==> src/rtl/spim_pkg.sv <==
package spim_pkg;

  localparam logic [1:0] KIND_HALF  = 2'd0;
  localparam logic [1:0] KIND_WORD  = 2'd1;
  localparam logic [1:0] KIND_BURST = 2'd2;

  typedef enum logic [2:0] {
    ST_IDLE,
    ST_SEL,
    ST_HDR,
    ST_DUMR,
    ST_DATA,
    ST_DUMW,
    ST_END,
    ST_GAP
  } spim_state_e;

  // strobes from control to the serial datapath
  typedef struct packed {
    logic       loadByte;
    logic [7:0] txByte;
  } spim_strobe_t;

endpackage

==> src/rtl/spim_cmd_sel.sv <==
module spim_cmd_sel
  import spim_pkg::*;
#(
  parameter int OFF_W     = 13,
  parameter int BURST_MAX = 240
) (
  input  logic [2:0]       alignOff,
  input  logic [OFF_W-1:0] remain,
  output logic [1:0]       kind,
  output logic [7:0]       chunkLen,
  output logic [2:0]       wordMask
);

  localparam logic [OFF_W-1:0] CAP = OFF_W'(BURST_MAX);

  logic [OFF_W-1:0] rounded;

  always_comb begin
    rounded = remain & ~OFF_W'(7);
    if (alignOff == 3'd2 || alignOff == 3'd6 || remain == OFF_W'(2)) begin
      kind     = KIND_HALF;
      chunkLen = 8'd2;
      wordMask = 3'd1;
    end else if (alignOff == 3'd4 || remain <= OFF_W'(6)) begin
      kind     = KIND_WORD;
      chunkLen = 8'd4;
      wordMask = 3'd3;
    end else begin
      kind     = KIND_BURST;
      wordMask = 3'd7;
      chunkLen = (rounded > CAP) ? 8'(BURST_MAX) : 8'(rounded);
    end
  end

endmodule

==> src/rtl/spim_dpath.sv <==
module spim_dpath
  import spim_pkg::*;
#(
  parameter int HALF_DIV = 16
) (
  input  logic         clk,
  input  logic         rstN,
  input  spim_strobe_t strb,
  input  logic         miso,
  output logic         sclk,
  output logic         mosi,
  output logic         byteDone,
  output logic [7:0]   rxByte
);

  localparam int DIV_W = (HALF_DIV > 1) ? $clog2(HALF_DIV) : 1;

  logic [DIV_W-1:0] divCnt;
  logic [7:0]       txShift;
  logic [7:0]       rxShift;
  logic [2:0]       bitCnt;
  logic             active;
  logic             phaseHigh;
  logic             tick;

  assign tick = active && (divCnt == DIV_W'(HALF_DIV - 1));

  always_ff @(posedge clk or negedge rstN) begin
    if (!rstN) begin
      divCnt    <= '0;
      txShift   <= '0;
      rxShift   <= '0;
      bitCnt    <= '0;
      active    <= 1'b0;
      phaseHigh <= 1'b0;
      sclk      <= 1'b0;
      byteDone  <= 1'b0;
    end else begin
      byteDone <= 1'b0;
      if (strb.loadByte) begin
        txShift   <= strb.txByte;
        active    <= 1'b1;
        bitCnt    <= '0;
        phaseHigh <= 1'b0;
        divCnt    <= '0;
        sclk      <= 1'b0;
      end else if (active) begin
        if (tick) begin
          divCnt <= '0;
          if (!phaseHigh) begin
            sclk      <= 1'b1;
            phaseHigh <= 1'b1;
            rxShift   <= {rxShift[6:0], miso};
          end else begin
            sclk      <= 1'b0;
            phaseHigh <= 1'b0;
            if (bitCnt == 3'd7) begin
              active   <= 1'b0;
              byteDone <= 1'b1;
            end else begin
              bitCnt  <= bitCnt + 3'd1;
              txShift <= {txShift[6:0], 1'b0};
            end
          end
        end else begin
          divCnt <= divCnt + DIV_W'(1);
        end
      end
    end
  end

  assign mosi   = txShift[7];
  assign rxByte = rxShift;

endmodule

==> src/rtl/spim_ctrl.sv <==
module spim_ctrl
  import spim_pkg::*;
#(
  parameter int LEN_W     = 12,
  parameter int BURST_MAX = 240,
  parameter int HALF_DIV  = 16
) (
  input  logic             clk,
  input  logic             rstN,
  input  logic             reqValid,
  input  logic             reqWrite,
  input  logic [31:0]      reqAddr,
  input  logic [LEN_W-1:0] reqLen,
  input  logic             byteDone,
  input  logic [7:0]       rxByte,
  input  logic [7:0]       bufRdData,
  output spim_strobe_t     strb,
  output logic             csN,
  output logic             busy,
  output logic             done,
  output logic             err,
  output logic [LEN_W-1:0] bufAddr,
  output logic             bufWrEn,
  output logic [7:0]       bufWrData
);

  localparam int OFF_W   = LEN_W + 1;
  localparam int GAP_CYC = 2 * HALF_DIV;
  localparam int GAP_W   = $clog2(GAP_CYC + 1);

  spim_state_e      state;
  logic [31:0]      curAddr;
  logic [OFF_W-1:0] offset;
  logic [OFF_W-1:0] lenPad;
  logic [LEN_W-1:0] lenRaw;
  logic             isWrite;
  logic [1:0]       kind;
  logic [7:0]       chunkLen;
  logic [2:0]       wordMask;
  logic [7:0]       byteIdx;
  logic             waiting;
  logic [GAP_W-1:0] gapCnt;

  logic [OFF_W-1:0] remain;
  logic [1:0]       selKind;
  logic [7:0]       selLen;
  logic [2:0]       selMask;
  logic [OFF_W-1:0] localIdx;
  logic             inPhase;
  logic [7:0]       phaseLast;
  logic             misaligned;

  assign remain = lenPad - offset;

  spim_cmd_sel #(
    .OFF_W    (OFF_W),
    .BURST_MAX(BURST_MAX)
  ) u_sel (
    .alignOff(curAddr[2:0]),
    .remain  (remain),
    .kind    (selKind),
    .chunkLen(selLen),
    .wordMask(selMask)
  );

  assign localIdx   = offset + OFF_W'(byteIdx ^ {5'b0, wordMask});
  assign bufAddr    = localIdx[LEN_W-1:0];
  assign misaligned = reqAddr[0] || (!reqWrite && reqLen[0]);
  assign inPhase    = (state == ST_HDR) || (state == ST_DUMR) ||
                      (state == ST_DATA) || (state == ST_DUMW);

  always_comb begin
    case (state)
      ST_HDR:  phaseLast = 8'd4;
      ST_DUMR: phaseLast = 8'd3;
      ST_DATA: phaseLast = chunkLen - 8'd1;
      default: phaseLast = 8'd0;
    endcase
  end

  always_comb begin
    strb.loadByte = inPhase && !waiting;
    strb.txByte   = 8'h00;
    if (state == ST_HDR) begin
      case (byteIdx[2:0])
        3'd0:    strb.txByte = {5'b0, kind, isWrite};
        3'd1:    strb.txByte = curAddr[31:24];
        3'd2:    strb.txByte = curAddr[23:16];
        3'd3:    strb.txByte = curAddr[15:8];
        default: strb.txByte = curAddr[7:0];
      endcase
    end else if (state == ST_DATA && isWrite) begin
      strb.txByte = (localIdx < {1'b0, lenRaw}) ? bufRdData : 8'h00;
    end
  end

  assign bufWrEn   = (state == ST_DATA) && !isWrite && byteDone;
  assign bufWrData = rxByte;
  assign busy      = (state != ST_IDLE);

  always_ff @(posedge clk or negedge rstN) begin
    if (!rstN) begin
      state    <= ST_IDLE;
      curAddr  <= '0;
      offset   <= '0;
      lenPad   <= '0;
      lenRaw   <= '0;
      isWrite  <= 1'b0;
      kind     <= '0;
      chunkLen <= '0;
      wordMask <= '0;
      byteIdx  <= '0;
      waiting  <= 1'b0;
      gapCnt   <= '0;
      csN      <= 1'b1;
      done     <= 1'b0;
      err      <= 1'b0;
    end else begin
      done <= 1'b0;
      err  <= 1'b0;
      case (state)
        ST_IDLE: begin
          if (reqValid) begin
            if (misaligned) begin
              err <= 1'b1;
            end else if (reqLen == '0) begin
              done <= 1'b1;
            end else begin
              curAddr <= reqAddr;
              offset  <= '0;
              lenRaw  <= reqLen;
              lenPad  <= {1'b0, reqLen} + OFF_W'(reqLen[0]);
              isWrite <= reqWrite;
              state   <= ST_SEL;
            end
          end
        end
        ST_SEL: begin
          kind     <= selKind;
          chunkLen <= selLen;
          wordMask <= selMask;
          byteIdx  <= '0;
          waiting  <= 1'b0;
          csN      <= 1'b0;
          state    <= ST_HDR;
        end
        ST_HDR, ST_DUMR, ST_DATA, ST_DUMW: begin
          if (strb.loadByte) waiting <= 1'b1;
          if (byteDone) begin
            waiting <= 1'b0;
            if (byteIdx == phaseLast) begin
              byteIdx <= '0;
              case (state)
                ST_HDR:  state <= isWrite ? ST_DATA : ST_DUMR;
                ST_DUMR: state <= ST_DATA;
                ST_DATA: state <= isWrite ? ST_DUMW : ST_END;
                default: state <= ST_END;
              endcase
            end else begin
              byteIdx <= byteIdx + 8'd1;
            end
          end
        end
        ST_END: begin
          csN     <= 1'b1;
          curAddr <= curAddr + {24'b0, chunkLen};
          offset  <= offset + OFF_W'(chunkLen);
          gapCnt  <= '0;
          state   <= ST_GAP;
        end
        default: begin
          if (gapCnt == GAP_W'(GAP_CYC - 1)) begin
            if (offset == lenPad) begin
              done  <= 1'b1;
              state <= ST_IDLE;
            end else begin
              state <= ST_SEL;
            end
          end else begin
            gapCnt <= gapCnt + GAP_W'(1);
          end
        end
      endcase
    end
  end

endmodule

==> src/rtl/spi_xfer_master.sv <==
module spi_xfer_master
  import spim_pkg::*;
#(
  parameter int LEN_W     = 12,
  parameter int BURST_MAX = 240,
  parameter int HALF_DIV  = 16
) (
  input  logic             clk,
  input  logic             rstN,
  input  logic             reqValid,
  input  logic             reqWrite,
  input  logic [31:0]      reqAddr,
  input  logic [LEN_W-1:0] reqLen,
  output logic             busy,
  output logic             done,
  output logic             err,
  output logic [LEN_W-1:0] bufAddr,
  input  logic [7:0]       bufRdData,
  output logic             bufWrEn,
  output logic [7:0]       bufWrData,
  output logic             sclk,
  output logic             csN,
  output logic             mosi,
  input  logic             miso
);

  spim_strobe_t strb;
  logic         byteDone;
  logic [7:0]   rxByte;

  spim_ctrl #(
    .LEN_W    (LEN_W),
    .BURST_MAX(BURST_MAX),
    .HALF_DIV (HALF_DIV)
  ) u_ctrl (
    .clk      (clk),
    .rstN     (rstN),
    .reqValid (reqValid),
    .reqWrite (reqWrite),
    .reqAddr  (reqAddr),
    .reqLen   (reqLen),
    .byteDone (byteDone),
    .rxByte   (rxByte),
    .bufRdData(bufRdData),
    .strb     (strb),
    .csN      (csN),
    .busy     (busy),
    .done     (done),
    .err      (err),
    .bufAddr  (bufAddr),
    .bufWrEn  (bufWrEn),
    .bufWrData(bufWrData)
  );

  spim_dpath #(
    .HALF_DIV(HALF_DIV)
  ) u_dpath (
    .clk     (clk),
    .rstN    (rstN),
    .strb    (strb),
    .miso    (miso),
    .sclk    (sclk),
    .mosi    (mosi),
    .byteDone(byteDone),
    .rxByte  (rxByte)
  );

endmodule

==> config.mk <==
export PLATFORM = sky130hd
export DESIGN_NAME = spi_xfer_master
export DESIGN_NICKNAME = d
export VERILOG_FILES = /design/src/rtl/spim_pkg.sv /design/src/rtl/spim_cmd_sel.sv /design/src/rtl/spim_dpath.sv /design/src/rtl/spim_ctrl.sv /design/src/rtl/spi_xfer_master.sv
export SDC_FILE = /design/constraint.sdc
export NUM_CORES = 1
export LEC_CHECK = 0
export BUFFER_PORTS_ARGS = -buffer_cell sky130_fd_sc_hd__buf_2
export CORE_ASPECT_RATIO = 0.5
export CORE_MARGIN = 1.5
export CORE_UTILIZATION = 63
export CTS_CLUSTER_DIAMETER = 200
export DETAILED_ROUTE_END_ITERATION = 8
export PLACE_DENSITY = 0.84
export SYNTH_ARGS = -nofsm -noshare
export SYNTH_HDL_FRONTEND = slang
export SYNTH_SLANG_ARGS = --single-unit
==> constraint.sdc <==
create_clock -name clk -period 10.7 [get_ports clk]
set_clock_uncertainty 0.1 [all_clocks]
set_input_delay 2.14 -clock clk [delete_from_list [all_inputs] [get_ports clk]]
set_output_delay 2.14 -clock clk [all_outputs]
set_load 0.01 [all_outputs]
==> results.py <==
metrics = {
    "clock_network": {
        "clockRootBuffer": "clkbuf_16",
        "cts_hold_buffers": 0,
        "cts.sinks": 126,
        "insertion_delay_ns": 0.42,
        "cts.path.max_buffers": 2,
        "cts_resized": 0,
        "post_cts_buffers": 0,
        "path_clk_slew_ns": 0.06,
        "cts_tree": "built",
        "cts-htree-levels": 4,
        "cts_buffers": 17,
    },
    "timing": {
        "slew_violations": 0,
        "fmax_ghz": 0.1817,
        "fin_crit_sh_pct": 51.42,
        "final-hold-violation-count": 0,
        "maxSlewHeadroom_pct": 23.12,
        "fin_crit_ns": 5.502,
        "whs_ns": 0.3921,
        "grt_setup_unrepaired": "no",
        "worstMarginPinSlew_ns": 1.151,
        "setup_viol": 0,
        "tns_ns": 0,
    },
    "synthesis": {
        "ys_ff_latch": 126,
        "syn-mean-instance-area_sq_um": 8.851,
        "synth_cells": 944,
        "syn-num-nets": 1060,
        "synth-simple-area-share_pct": 17.92,
        "synth_compound_area_share_pct": 21.95,
        "synth-edff-count": 0,
        "synth_top_family_by_area": "compound AO/OA/AOI/OAI gates",
        "synth_xor_area_share_pct": 6.499,
        "syn-cell-area_sq_um": 8356,
        "synth_mux_area_share_pct": 2.216,
        "ys.flop_type": "dfrtp_1",
        "yosys_warnings": 0,
        "yosysUniqueCellTypes": 69,
        "ys_seq_area_share_pct": 37.75,
        "synth_fa_ha_area_share_pct": 9.105,
        "async_flop_share_pct": 100.0,
    },
    "grt": {
        "grt_pass1_vias": 7415,
        "overflow": 0,
        "grt_usage_pct": 34.61,
        "grt_first_pass_wirelength_microns": 37950,
        "antenna_found_initial": 0,
        "grt_max_degree": 66,
    },
    "worst_setup_path": {
        "path_class": "register to output port",
        "crit_arrival_ns": 3.26,
        "r2r-start": "u_ctrl.byteIdx[2]$_DFFE_PN0P_",
        "critical_path.endpoint": "bufAddr[11]",
        "reg2reg_slack_ns": 5.99,
        "crit_path_end_kind": "output port",
        "startpoint": "u_ctrl.byteIdx[2]$_DFFE_PN0P_",
        "rr_worst_depth": 18,
        "r2r-end": "u_dpath.txShift[3]$_DFFE_PN0P_",
        "critical_path_peak_fanout": 22,
        "crit_required_ns": 8.46,
        "startpoint_type": "register",
    },
    "drt": {
        "avgViaCountPerCell": 6.476,
        "detail_route.iter0.violations": 833,
        "post_drt_wl_per_cell_microns": 19.49,
        "vias": 7732,
        "drt_pass1_iterations": 6,
        "route.detailed.drc": 0,
        "drt_wl_total_microns": 23270,
        "final_antenna_net_count": 0,
    },
    "place": {
        "gp_congestion": 0.9341,
        "hpwl_microns": 16720,
        "io_buffers": 83,
    },
    "hold_path": {
        "holdPathStages": 2,
        "holdCritPathClass": "register to register",
    },
    "floorplanning": {
        "rows": 29,
        "core-area_sq_um": 12810,
        "fp.dieH_microns": 84.44,
        "die-area_sq_um": 14000,
        "die_w_microns": 165.9,
        "io_pins": 84,
        "initial_utilization_pct": 65.23,
    },
    "finish": {
        "final_common_cell": "dfrtp_1",
        "drive_gt1_share_pct": 14.16,
        "area_growth_pct": 13.03,
        "final_cell_mix": "dfrtp_1, nand2_1, o21ai_0",
        "nNetsFinal": 1128,
        "diodes": 0,
        "nFillCells": 920,
    },
    "status": {
        "status": "finished clean",
    },
    "pwr": {
        "fin_total_pwr_uw": 2924,
        "leakage_uw": 0.004279,
        "p_int_uw": 1594,
        "p_switching_uw": 1330,
        "pwr-share-seq_pct": 30.6,
        "ir_drop_mv": 0.1721,
        "powerDensity_nw_per_um2": 309.6,
        "switching_share_pct": 45.49,
        "clockPowerShare_pct": 19.3,
        "pwr-share-comb_pct": 50.1,
    },
    "job": {
        "maxCapViolCount": 0,
    },
}
flip-flops by register name, indices dropped and copies added, names as in the netlist:
register,count
u_dpath.active,1
u_dpath.divCnt,4
u_ctrl.state,3
u_dpath.rxByte,8
u_dpath.byteDone,1
u_ctrl.err,1
u_ctrl.wordMask,3
u_ctrl.byteIdx,8
u_ctrl.lenPad,12
u_dpath.bitCnt,3
u_dpath.txShift,8
u_ctrl.offset,12
u_ctrl.kind,1
u_ctrl.curAddr,32
u_ctrl.chunkLen,6
u_ctrl.isWrite,1
u_ctrl.gapCnt,6
u_ctrl.done,1
u_ctrl.waiting,1
u_ctrl.lenRaw,12
u_ctrl.csN,1
u_dpath.phaseHigh,1
cell type report:
class | instances | area, sq um | share of cell area (%)
sequential | 126 | 3154 | 33.40
clock inverter | 12 | 121.4 | 1.285
timing repair buffer | 89 | 462.9 | 4.902
multi-input combinational | 720 | 4832 | 51.17
clock buffer | 19 | 442.9 | 4.690
tap | 170 | 212.7 | 2.252
inverter | 58 | 217.7 | 2.305
Yosys cell counts (3+ instances only):
master / number / area share (%)
dfrtp_1: 125 / 37
nand2_1: 105 / 4.7
o21ai_0: 85 / 5.1
nor2_1: 68 / 3.1
inv_1: 58 / 2.6
ha_1: 56 / 8.4
a21oi_1: 42 / 2.5
xnor2_1: 35 / 3.7
clkbuf_1: 29 / 1.3
xor2_1: 27 / 2.8
nand3_1: 26 / 1.6
nor3_1: 20 / 1.2
o311ai_0: 17 / 1.8
and3_1: 16 / 1.2
a21o_1: 15 / 1.3
nor2b_1: 15 / 1.1
a31oi_1: 14 / 1.0
nand4_1: 14 / 1.0
mux2_2: 12 / 1.6
o211ai_1: 11 / 0.99
a211oi_1: 10 / 0.90
a22oi_1: 10 / 0.90
a222oi_1: 8 / 0.96
a22o_1: 8 / 0.84
nand2b_1: 8 / 0.60
buf_2: 7 / 0.42
o22ai_1: 7 / 0.52
a221o_1: 6 / 0.72
and2_1: 6 / 0.45
o21a_1: 6 / 0.54
mux2i_1: 5 / 0.60
nor3b_1: 5 / 0.45
o221ai_1: 5 / 0.52
or3_1: 5 / 0.37
buf_1: 4 / 0.18
nor4_1: 4 / 0.30
o21bai_1: 4 / 0.36
a221oi_1: 3 / 0.31
a41oi_1: 3 / 0.31
fa_1: 3 / 0.72
nor4b_1: 3 / 0.31
worst min-delay path by stage:
stage | endpoint | startpoint | slack [ns]
detailed placement | u_ctrl.lenPad[10]$_DFFE_PN0P_ | u_ctrl.lenPad[10]$_DFFE_PN0P_ | 0.38
CTS | u_ctrl.lenPad[7]$_DFFE_PN0P_ | u_ctrl.lenPad[7]$_DFFE_PN0P_ | 0.39
global placement | u_ctrl.wordMask[0]$_DFFE_PN0P_ | u_ctrl.wordMask[0]$_DFFE_PN0P_ | 0.37
finish | u_ctrl.lenPad[7]$_DFFE_PN0P_ | u_ctrl.lenPad[7]$_DFFE_PN0P_ | 0.39
floorplan | u_ctrl.wordMask[0]$_DFFE_PN0P_ | u_ctrl.wordMask[0]$_DFFE_PN0P_ | 0.35
global route | u_ctrl.lenPad[10]$_DFFE_PN0P_ | u_ctrl.lenPad[10]$_DFFE_PN0P_ | 0.42
worst max-delay path, cell delays in order, from the launching register on:
cell	delay (ns)
dfrtp_1	0.72
xor2_1	0.24
ha_1	0.29
a21oi_1	0.25
o21bai_1	0.09
a21oi_1	0.23
o21bai_1	0.09
a21oi_1	0.25
nor2b_1	0.09
o21ai_0	0.21
xnor2_1	0.20
buf_2	0.19
logic make-up after synthesis:
logic type | Yosys count
AND/OR/NAND/NOR | 308
AO/OA/AOI/OAI | 273
flip-flops | 126
buffers and inverters | 98
XOR/XNOR | 62
adder cells (fa/ha/maj) | 59
multiplexers | 17
other | 1
through the flow:
stage                     std cells  area [sq um]  util (%)  setup WS (ns)
after global routing           1194          9444     73.73          4.899
after CTS                      1194          9444     73.73          5.249
final                          1194          9444     73.73          5.198
after global placement         1163          8880     69.33          5.813
after detailed placement       1163          8880     69.33          5.614
after floorplan                 944          8356         -          5.940
routing by layer:
| layer | routed length [microns] | GRT usage (%) | up-vias | share of wire (%) |
|---|---|---|---|---|
| met4 | 540 | 11.96 | 0 | 2.3 |
| met3 | 2399 | 9.005 | 70 | 10 |
| met2 | 10410 | 54.32 | 414 | 45 |
| met5 | 0 | 0 | - | 0 |
| met1 | 9918 | 46.94 | 3703 | 43 |
| li1 | - | - | 3545 | - |
power by group through the flow:
| stage | Sequential, uW | Clock (uW) | Combinational [uW] |
|---|---|---|---|
| 2_1_floorplan | 779 | 0 | 1140 |
| 3_3_place_gp | 875 | 0 | 1370 |
| 3_5_place_dp | 881 | 0 | 1420 |
| 4_1_cts | 879 | 566 | 1440 |
| 5_1_grt | 911 | 589 | 1630 |
| 6_report | 895 | 565 | 1470 |
Power figures use the tool's default switching activity.
